[src/rtl/abd_pkg.sv]
`timescale 1ns/1ps
package abd_pkg;

  typedef enum logic [1:0] {
    PAR_NONE = 2'b00,
    PAR_EVEN = 2'b01,
    PAR_ODD  = 2'b10
  } parity_e;

  typedef enum logic [1:0] {
    ST_IDLE,
    ST_MEAS,
    ST_SAMP,
    ST_DECIDE
  } state_e;

  // Samples always taken after the start bit (s0..s8)
  localparam int unsigned FRAME_SAMPLES = 9;
  // Position whose level separates 7-bit even from the 8-bit formats
  localparam int unsigned POS_SPLIT     = 7;
  // Position that is stop (7E / 8N) or odd parity (8O)
  localparam int unsigned POS_TAIL      = 8;
  // Low seven bits of the calibration character (carriage return)
  localparam logic [6:0]  CAL_LOW7      = 7'h0D;

endpackage

[src/rtl/abd_line_sync.sv]
`timescale 1ns/1ps
module abd_line_sync #(
  parameter int STAGES = 2
) (
  input  logic clk,
  input  logic rst,
  input  logic rx_i,
  output logic rx_s_o,
  output logic fall_o
);

  logic [STAGES-1:0] chain_q;
  logic              prev_q;

  always_ff @(posedge clk) begin
    if (rst) begin
      chain_q <= '1;
      prev_q  <= 1'b1;
    end else begin
      chain_q[0] <= rx_i;
      for (int i = 1; i < STAGES; i++) begin
        chain_q[i] <= chain_q[i-1];
      end
      prev_q <= chain_q[STAGES-1];
    end
  end

  assign rx_s_o = chain_q[STAGES-1];
  assign fall_o = prev_q & ~chain_q[STAGES-1];

endmodule

[src/rtl/abd_bit_timer.sv]
`timescale 1ns/1ps
module abd_bit_timer #(
  parameter int CNT_W = 16
) (
  input  logic             clk,
  input  logic             rst,
  input  logic             wclr_i,
  input  logic             winc_i,
  input  logic             tload_i,
  input  logic [CNT_W-1:0] tval_i,
  output logic [CNT_W-1:0] width_o,
  output logic             wsat_o,
  output logic             tzero_o
);

  localparam logic [CNT_W-1:0] W_MAX = '1;

  logic [CNT_W-1:0] width_q;
  logic [CNT_W-1:0] tmr_q;

  // Start-bit width counter, saturating
  always_ff @(posedge clk) begin
    if (rst) begin
      width_q <= '0;
    end else if (wclr_i) begin
      width_q <= CNT_W'(1);
    end else if (winc_i && (width_q != W_MAX)) begin
      width_q <= width_q + CNT_W'(1);
    end
  end

  // Sample countdown, rests at zero
  always_ff @(posedge clk) begin
    if (rst) begin
      tmr_q <= '0;
    end else if (tload_i) begin
      tmr_q <= tval_i;
    end else if (tmr_q != '0) begin
      tmr_q <= tmr_q - CNT_W'(1);
    end
  end

  assign width_o = width_q;
  assign wsat_o  = (width_q == W_MAX);
  assign tzero_o = (tmr_q == '0);

endmodule

[src/rtl/abd_frame_decode.sv]
`timescale 1ns/1ps
module abd_frame_decode
  import abd_pkg::*;
(
  input  logic       clk,
  input  logic       rst,
  input  logic       clr_i,
  input  logic       shift_i,
  input  logic       xcap_i,
  input  logic       bit_i,
  output logic       need_extra_o,
  output logic       len8_o,
  output logic [1:0] par_o,
  output logic       data_ok_o,
  output logic       stop_ok_o
);

  logic [FRAME_SAMPLES-1:0] sh_q;
  logic                     xbit_q;

  always_ff @(posedge clk) begin
    if (rst || clr_i) begin
      sh_q   <= '0;
      xbit_q <= 1'b0;
    end else begin
      if (shift_i) begin
        sh_q <= {bit_i, sh_q[FRAME_SAMPLES-1:1]};
      end
      if (xcap_i) begin
        xbit_q <= bit_i;
      end
    end
  end

  assign data_ok_o = (sh_q[6:0] == CAL_LOW7);

  always_comb begin
    need_extra_o = 1'b0;
    if (sh_q[POS_SPLIT]) begin
      len8_o    = 1'b0;
      par_o     = PAR_EVEN;
      stop_ok_o = sh_q[POS_TAIL];
    end else if (sh_q[POS_TAIL]) begin
      len8_o    = 1'b1;
      par_o     = PAR_NONE;
      stop_ok_o = 1'b1;
    end else begin
      need_extra_o = 1'b1;
      len8_o       = 1'b1;
      par_o        = PAR_ODD;
      stop_ok_o    = xbit_q;
    end
  end

endmodule

[src/rtl/abd_autobaud.sv]
`timescale 1ns/1ps
module abd_autobaud
  import abd_pkg::*;
#(
  parameter int CNT_W       = 16,
  parameter int MIN_PERIOD  = 8,
  parameter int SYNC_STAGES = 2
) (
  input  logic             clk,
  input  logic             rst,
  input  logic             rx_i,
  output logic             done_o,
  output logic             err_o,
  output logic [CNT_W-1:0] period_o,
  output logic             len8_o,
  output logic [1:0]       parity_o
);

  localparam int               IDX_W    = $clog2(FRAME_SAMPLES + 1);
  localparam logic [IDX_W-1:0] IDX_LAST = IDX_W'(FRAME_SAMPLES - 1);
  localparam logic [CNT_W-1:0] MIN_W    = CNT_W'(MIN_PERIOD);

  logic             rx_s, fall;
  logic [CNT_W-1:0] width;
  logic             wsat, tzero;
  logic             wclr, winc, tload;
  logic [CNT_W-1:0] tval;
  logic             tick, shift_en, x_en;
  logic             need_extra, d_len8, data_ok, stop_ok;
  logic [1:0]       d_par;

  state_e           state_q;
  logic [IDX_W-1:0] idx_q;
  logic             extra_q;
  logic [CNT_W-1:0] period_q;

  abd_line_sync #(.STAGES(SYNC_STAGES)) u_sync (
    .clk    (clk),
    .rst    (rst),
    .rx_i   (rx_i),
    .rx_s_o (rx_s),
    .fall_o (fall)
  );

  abd_bit_timer #(.CNT_W(CNT_W)) u_timer (
    .clk     (clk),
    .rst     (rst),
    .wclr_i  (wclr),
    .winc_i  (winc),
    .tload_i (tload),
    .tval_i  (tval),
    .width_o (width),
    .wsat_o  (wsat),
    .tzero_o (tzero)
  );

  abd_frame_decode u_dec (
    .clk          (clk),
    .rst          (rst),
    .clr_i        (wclr),
    .shift_i      (shift_en),
    .xcap_i       (x_en),
    .bit_i        (rx_s),
    .need_extra_o (need_extra),
    .len8_o       (d_len8),
    .par_o        (d_par),
    .data_ok_o    (data_ok),
    .stop_ok_o    (stop_ok)
  );

  assign tick = (state_q == ST_SAMP) && tzero;

  always_comb begin
    wclr     = (state_q == ST_IDLE) && fall;
    winc     = (state_q == ST_MEAS) && !rx_s;
    tload    = 1'b0;
    tval     = '0;
    if ((state_q == ST_MEAS) && rx_s && (width >= MIN_W)) begin
      tload = 1'b1;
      tval  = (width >> 1) - CNT_W'(1);
    end else if (tick) begin
      tload = 1'b1;
      tval  = period_q - CNT_W'(1);
    end
    shift_en = tick && !extra_q;
    x_en     = tick && extra_q;
  end

  always_ff @(posedge clk) begin
    if (rst) begin
      state_q  <= ST_IDLE;
      idx_q    <= '0;
      extra_q  <= 1'b0;
      period_q <= '0;
      done_o   <= 1'b0;
      err_o    <= 1'b0;
      period_o <= '0;
      len8_o   <= 1'b1;
      parity_o <= PAR_NONE;
    end else begin
      done_o <= 1'b0;
      case (state_q)
        ST_IDLE: begin
          if (fall) state_q <= ST_MEAS;
        end
        ST_MEAS: begin
          if (!rx_s) begin
            if (wsat) begin
              done_o  <= 1'b1;
              err_o   <= 1'b1;
              state_q <= ST_IDLE;
            end
          end else if (width < MIN_W) begin
            done_o  <= 1'b1;
            err_o   <= 1'b1;
            state_q <= ST_IDLE;
          end else begin
            period_q <= width;
            idx_q    <= '0;
            extra_q  <= 1'b0;
            state_q  <= ST_SAMP;
          end
        end
        ST_SAMP: begin
          if (tzero) begin
            if (extra_q) begin
              state_q <= ST_DECIDE;
            end else begin
              idx_q <= idx_q + IDX_W'(1);
              if (idx_q == IDX_LAST) state_q <= ST_DECIDE;
            end
          end
        end
        ST_DECIDE: begin
          if (need_extra && !extra_q) begin
            extra_q <= 1'b1;
            state_q <= ST_SAMP;
          end else begin
            done_o  <= 1'b1;
            err_o   <= !(data_ok && stop_ok);
            if (data_ok && stop_ok) begin
              period_o <= period_q;
              len8_o   <= d_len8;
              parity_o <= d_par;
            end
            state_q <= ST_IDLE;
          end
        end
        default: state_q <= ST_IDLE;
      endcase
    end
  end

endmodule

[config.mk]
export PLATFORM = sky130hd
export DESIGN_NAME = abd_autobaud
export DESIGN_NICKNAME = d
export VERILOG_FILES = /design/src/rtl/abd_pkg.sv /design/src/rtl/abd_line_sync.sv /design/src/rtl/abd_bit_timer.sv /design/src/rtl/abd_frame_decode.sv /design/src/rtl/abd_autobaud.sv
export SDC_FILE = /design/constraint.sdc
export NUM_CORES = 1
export LEC_CHECK = 0
export ABC_CLOCK_PERIOD_IN_PS = 2700
export BUFFER_PORTS_ARGS = -buffer_cell sky130_fd_sc_hd__buf_2
export CORE_ASPECT_RATIO = 1.25
export CORE_UTILIZATION = 50
export DETAILED_ROUTE_END_ITERATION = 10
export PLACE_DENSITY = 0.67
export SLEW_MARGIN = 20
export SYNTH_ARGS = -nofsm -noshare
export SYNTH_HDL_FRONTEND = slang
export SYNTH_SLANG_ARGS = --single-unit
[constraint.sdc]
create_clock -name clk -period 2.7 [get_ports clk]
set_input_delay 0.135 -clock clk [delete_from_list [all_inputs] [get_ports clk]]
set_output_delay 0.135 -clock clk [all_outputs]
set_load 0.03 [all_outputs]
; After elaboration in Yosys (flattened, before gate mapping)
; Cells that the tools add are included.
[op_classes]
addsub = 5
order_cmp = 2
n_eq_ne = 17
n_mux = 43
n_bitwise = 4
reduce_logical = 28
[ops]
columns = op, n
row1 = $mux 16, 4
row2 = $sub 16x1->16 const B, 2
row3 = $mux 1, 20
row4 = $mux 2, 10
row5 = $add 16x1->16 const B, 1
row6 = $eq 16x16->1 const B, 1
row7 = $ge 16x4->1 const B, 1
row8 = $logic_not 16->1, 1
row9 = $lt 16x4->1 const B, 1
row10 = $mux 4, 4
row11 = $ne 16x16->1 const B, 1
row12 = $reduce_bool 16->1, 1
row13 = $sub 15x1->16 const B, 1
row14 = $ne 2x2->1 const B, 6
row15 = $reduce_and 4->1, 3
row16 = $logic_and 1x1->1, 10
row17 = $pmux 2 s4, 1
row18 = $pmux 4 s2, 1
row19 = $reduce_bool 2->1, 4
row20 = $eq 7x4->1 const B, 1
row21 = $pmux 1 s2, 3
row22 = $reduce_and 3->1, 2
row23 = $reduce_and 5->1, 1
row24 = $add 4x1->4 const B, 1
row25 = 13 further kinds, 18
[word_totals]
regBits = 89
inputBits = 3
output_inout_bits = 21

; Depth between registers and ports, before layout
[logic_depth]
word_depth = 6
mapped_depth = 10
depth_no_buf = 8

; Cells and area by module
; A second synthesis with hierarchy kept.
[hier_totals]
hier_cells = 556
hier_area_um2 = 4528.1
[modules_own_cells]
columns = mod, n_inst, cells_per_inst, area_each_um2, seq_area_each_um2
row1 = abd_autobaud, 1, 301, 2278.4, 880.8
row2 = abd_bit_timer, 1, 208, 1759.2, 640.6
row3 = abd_frame_decode, 1, 40, 405.4, 200.2
row4 = abd_line_sync, 1, 7, 85.1, 60.1

; Worst setup path before layout
; OpenSTA, ideal clock, no wires.
[synth_timing]
path_kind = flip-flop to flip-flop
startpoint = register period_q[0]
endpoint = register u_timer.tmr_q[14]
setup_ns = 0.133
arrival_time_ns = 1.800
path_slack_ns = 0.767
stages_incl_launch_ff = 9
n_path_buf = 0
period_less_slack_ns = 1.933
cell_sequence = dfxtp_1 inv_1 ha_1 or4b_1 nor4_4 nand2b_4 xnor2_2 o22ai_1 a211oi_2
[synth_between]
elab_chain_cells = 4
[synth_rtl]
columns = element, line
row1 = "start, declared", abd_autobaud.sv:35  ; logic [CNT_W-1:0] period_q;
row2 = "start signal, assigned", abd_autobaud.sv:118  ; period_q <= width;
row3 = $sub 16x1->16, abd_autobaud.sv:83  ; tval = period_q - CNT_W'(1);
row4 = $mux 16, abd_autobaud.sv:81  ; end else if (tick) begin
row5 = $mux 16, abd_autobaud.sv:78  ; if ((state_q == ST_MEAS) && rx_s && (width >= MIN_W)) begin
row6 = $mux 16, abd_bit_timer.sv:36  ; end else if (tload_i) begin
row7 = "end signal, assigned", abd_bit_timer.sv:37  ; tmr_q <= tval_i;
row8 = "end signal, assigned", abd_bit_timer.sv:39  ; tmr_q <= tmr_q - CNT_W'(1);
row9 = "end, declared", abd_bit_timer.sv:19  ; logic [CNT_W-1:0] tmr_q;
; Every way passes these cells.
; A chain may end at the register's enable or synchronous reset.

; Final worst setup path
[layout_timing]
startpoint = register u_timer.width_q[1], in the netlist u_timer.width_o[1]
endpoint = register u_timer.width_q[11], in the netlist u_timer.width_o[11]
[layout_between]
elab_chain_cells = 2
elab_cells_between_ends = 3
classes_between = 1 x add/sub / 1 x eq/ne / 1 x reduce/logical
[layout_rtl]
columns = element, line
row1 = "start, declared", abd_bit_timer.sv:18  ; logic [CNT_W-1:0] width_q;
row2 = "start signal, assigned", abd_bit_timer.sv:28  ; width_q <= width_q + CNT_W'(1);
row3 = branches (longest 2 deep; another with $add 16x1->16), --
; Parallel ways; which one is timed is not known.

==> flow_summary_export.csv <==
group,metric,value,unit
run_status,run_status,"complete, no violations",
setup_path,crit_chain,"ha_1, nand4_1, nor4_1, or3_1, nor3_1, xnor2_1, nor2_1",
clock_tree,tritoncts_clock_tree,"yes",
setup_path,r2r_setup_slack,0.38,ns
global_routing,gr-usage-all-layers,24.1,%
power_and_ir_drop,netSwitchingFraction,31.9,%
power_and_ir_drop,total_leakage_power,1.85,nW
setup_path,cp_data_arrival_time,2.59,ns
setup_path,crit_path_max_delay_cell_type,"nor4_1",
placed_design,gp_routability_congestion,0.929,
global_routing,globalRoute.totalOverflow,0,
global_routing,antenna_violations_before_repair,0,
global_routing,grt_max_degree,38,
setup_path,worst-setup-path-type,"register to register",
layout,filler_cell_count,860,
timing,count_of_endpoints_failing_hold_in_the_final_timing_report,0,
route,detail_route.first_pass.iterations,5,
synthesis,netlist-cell-type-count,55,
die,dieHeight,109,µm
power_and_ir_drop,share_comb_of_total_power,25.0,%
global_routing,first_global_vias,3614,
setup_path,startpoint_type,"register",
power_and_ir_drop,power.net_switching,1.03,mW
synthesis,synth_warnings,0,
placed_design,placement.setup.worst_slack,0.425,ns
timing,final-setup-viol-count,0,
timing,timing.final.ws_setup,0.380,ns
synthesis,synth_area_per_cell,8.22,µm²
clock_tree,ctsHtreeMaxLevel,3,
synthesis,syn_nets,567,
clock_tree,clock_pin_slew_on_the_worst_setup_and_hold_paths,0.09,ns
synthesis,synth_area_leader_cell,"dfxtp_1",
layout,post-route-cell-area,0.00493,mm²
timing,skew,0.00809,ns
layout,number_of_nets_in_the_final_layout,575,
power_and_ir_drop,seq_power_share,46.6,%
synthesis,ys_ff_latch,89,
layout,finalCoreUtilization,56.4,%
synthesis,synth_area,0.00456,mm²
timing,tns,0,ns
route,drt_drc_violations_left,0,
setup_path,timing.critical_path.to_type,"register",
die,design.portCount,24,
timing,worst_slew_margin_rel,45.7,%
setup_path,worst_path_largest_cell_delay,0.60,ns
hold_path,timing.hold.worst.class,"input pin to register",
power_and_ir_drop,power.density_cell_area,658,mW/mm²
placed_design,placement.cell_area,0.00473,mm²
timing,final_period_minus_worst_setup_slack,2.32,ns
clock_tree,clock_sink_count,89,
synthesis,synth_top_area_share,39.0,%
hold_path,hold_path_depth,2,
layout,area_taken_by_flip_flops_and_latches,0.00178,mm²
clock_tree,cts-root-buf,"clkbuf_8",
clock_tree,insertion_delay,0.37,ns
synthesis,synth_enable_flop_cells,0,
die,floorplan.die_area,0.00952,mm²
timing,setup_repair_after_global_routing_missed_its_margin,"false",
power_and_ir_drop,power.ir.vdd_worst,0.000339,V
placed_design,detailedPlacementHpwl,7.91,mm
power_and_ir_drop,internal_power,2.21,mW
timing,final.period_utilization,85.9,%
route,drt-wirelength-per-cell,15.4,µm
route,wirelength,10.6,mm
run,cap_violations,0,
layout,n_antenna_cell,0,
setup_path,path_max_fanout,8,
route,drtAntennaViolNets,0,
power_and_ir_drop,power_frac_clock,28.4,%
timing,maxClockFrequency,0.431,GHz
setup_path,reg2reg_depth,7,
layout,drive_above_1_share,12.9,%
setup_path,worst_ep_required_time,2.97,ns
placed_design,i_o_buffers,23,
synthesis,ys.flop_type,"dfxtp_1",
synthesis,synth_seq_area_share,39.0,%
synthesis,ys_async_sr_fraction,0,%
synthesis,ys_top_cells_by_area,"dfxtp_1 (39%), nand2_1 (7.5%), xnor2_1 (6.1%)",
die,starting_density_of_the_core,52.2,%
die,floorplan.die.width,87.5,µm
die,rows,38,
clock_tree,max-clock-path-buffers,2,
layout,synthToLayoutAreaGrowth,8.00,%
timing,tightest_slew,0.812,ns
clock_tree,cts_made_buffers,9,
layout,multi_input_comb_area,0.00253,mm²
route,detailroute.via_count,3799,
global_routing,grt_pass1_wl,17.4,mm
route,post_drt_via_cell_ratio,5.53,
die,coreArea,0.00875,mm²
route,initialDrtViolationCount,219,
synthesis,post_synth_inst_count,555,
timing,slew_violations,0,
[power by group through the flow]
stage / Combinational [mW] / Clock, mW / Sequential (mW)
3_5_place_dp: 0.798 / 0 / 1.54
4_1_cts: 0.809 / 0.943 / 1.51
6_report: 0.811 / 0.922 / 1.51
2_1_floorplan: 0.657 / 0 / 1.52
3_3_place_gp: 0.796 / 0 / 1.53
5_1_grt: 0.910 / 0.996 / 1.52
[worst paths after layout]
check                                  start                                to
min reg2reg     u_sync.chain_q[0]$_SDFF_PP1_      u_sync.chain_q[1]$_SDFF_PP1_
min                                      rst         period_o[13]$_SDFFE_PP0P_
max reg2reg  u_timer.width_o[1]$_SDFFE_PP0P_  u_timer.width_o[11]$_SDFFE_PP0P_
max          u_timer.width_o[1]$_SDFFE_PP0P_  u_timer.width_o[11]$_SDFFE_PP0P_
[metrics by stage]
stage / hold WS [ns] / instances / power, mW
CTS: 0.125 / 687 / 3.26
global route: 0.129 / 687 / 3.43
finish: 0.127 / 687 / 3.24
detailed placement: 0.329 / 671 / 2.34
global placement: 0.321 / 671 / 2.33
floorplan: 0.239 / 555 / 2.18
[final cells by class]
cell class / count / area share, %
clock buffer: 10 / 2.79
clock inverter: 5 / 1.14
inverter: 16 / 1.22
multi-input combinational: 411 / 51.3
sequential: 89 / 36.1
tap: 120 / 3.05
timing repair buffer: 36 / 4.37
[worst max-delay path, delay by kind of cell (launching register included)]
family | cells | cell delay [ns]
and+or+nand+nor | 5 | 1.28
adders and majority gates | 1 | 0.28
DFF | 1 | 0.49
xor gates and xnor gates | 1 | 0.17
[cells in the mapped netlist, types with 2 or more instances]
cell      number
nand2_1       91
dfxtp_1       89
nor2_1        66
a21oi_1       44
xnor2_1       32
xor2_1        20
nor3_1        18
mux2i_1       17
buf_2         16
inv_1         16
clkbuf_1      14
o21ai_0       12
nand3_1       11
ha_1           9
o22ai_1        8
nand4_1        7
nor4_1         6
a211oi_1       5
or2_2          5
a22oi_1        4
buf_4          4
nand3b_1       4
nor4_4         4
a221oi_1       3
and4_1         3
clkbuf_2       3
nand2b_1       3
nor2b_1        3
nor4_2         3
nor4b_1        3
a31oi_1        2
and2_1         2
buf_6          2
o21a_1         2
o21bai_1       2
o31ai_1        2
or4_1          2
[flip-flops by register name, summed over array words and instances, names as in the netlist]
register         count
state_q              2
period_o            16
period_q            16
done_o               1
idx_q                4
u_timer.width_o     16
u_timer.tmr_q       16
parity_o             2
extra_q              1
err_o                1
u_dec.xbit_q         1
u_dec.sh_q           9
u_sync.prev_q        1
len8_o               1
u_sync.chain_q       2
[what timing repair did]
item / CTS / global route
setup buffers: 0 / 0
gates resized for setup: 0 / 0
endpoints found under the hold margin: 1 / 0
hold buffers: 1 / 0
[cells by family after synthesis]
kind of cell / count (synthesis) / synth area share (%)
XOR/XNOR: 53 / 10.3
adder cells (fa/ha/maj): 9 / 2.47
flip-flops: 89 / 39.0
AND/OR/NAND/NOR: 244 / 27.3
buffers and inverters: 55 / 5.70
AO/OA/AOI/OAI: 88 / 11.4
multiplexers: 17 / 3.73
[routing by layer]
metal / GRT usage (%) / vias to the layer above / part of all wire [%]
met5: 0 / - / 0
met4: 12.6 / 0 / 3.9
met3: 4.92 / 32 / 3.3
met2: 40.7 / 81 / 49
met1: 28.7 / 1796 / 44
li1: - / 1890 / -
[placed cells by master, fill, tap and decap left out, types with 7 or more instances in the layout]
cell type	Yosys	final
mux2i_1	17	17
dfxtp_1	89	89
buf_4	4	12
nand2_1	91	91
buf_2	16	23
nor2_1	66	66
o22ai_1	8	8
xor2_1	20	20
nor3_1	18	18
nand3_1	11	11
inv_1	16	16
o21ai_0	12	12
xnor2_1	32	32
clkbuf_8	0	10
nand4_1	7	7
a21oi_1	44	44
ha_1	9	9
(Power assumes the default switching activity.)
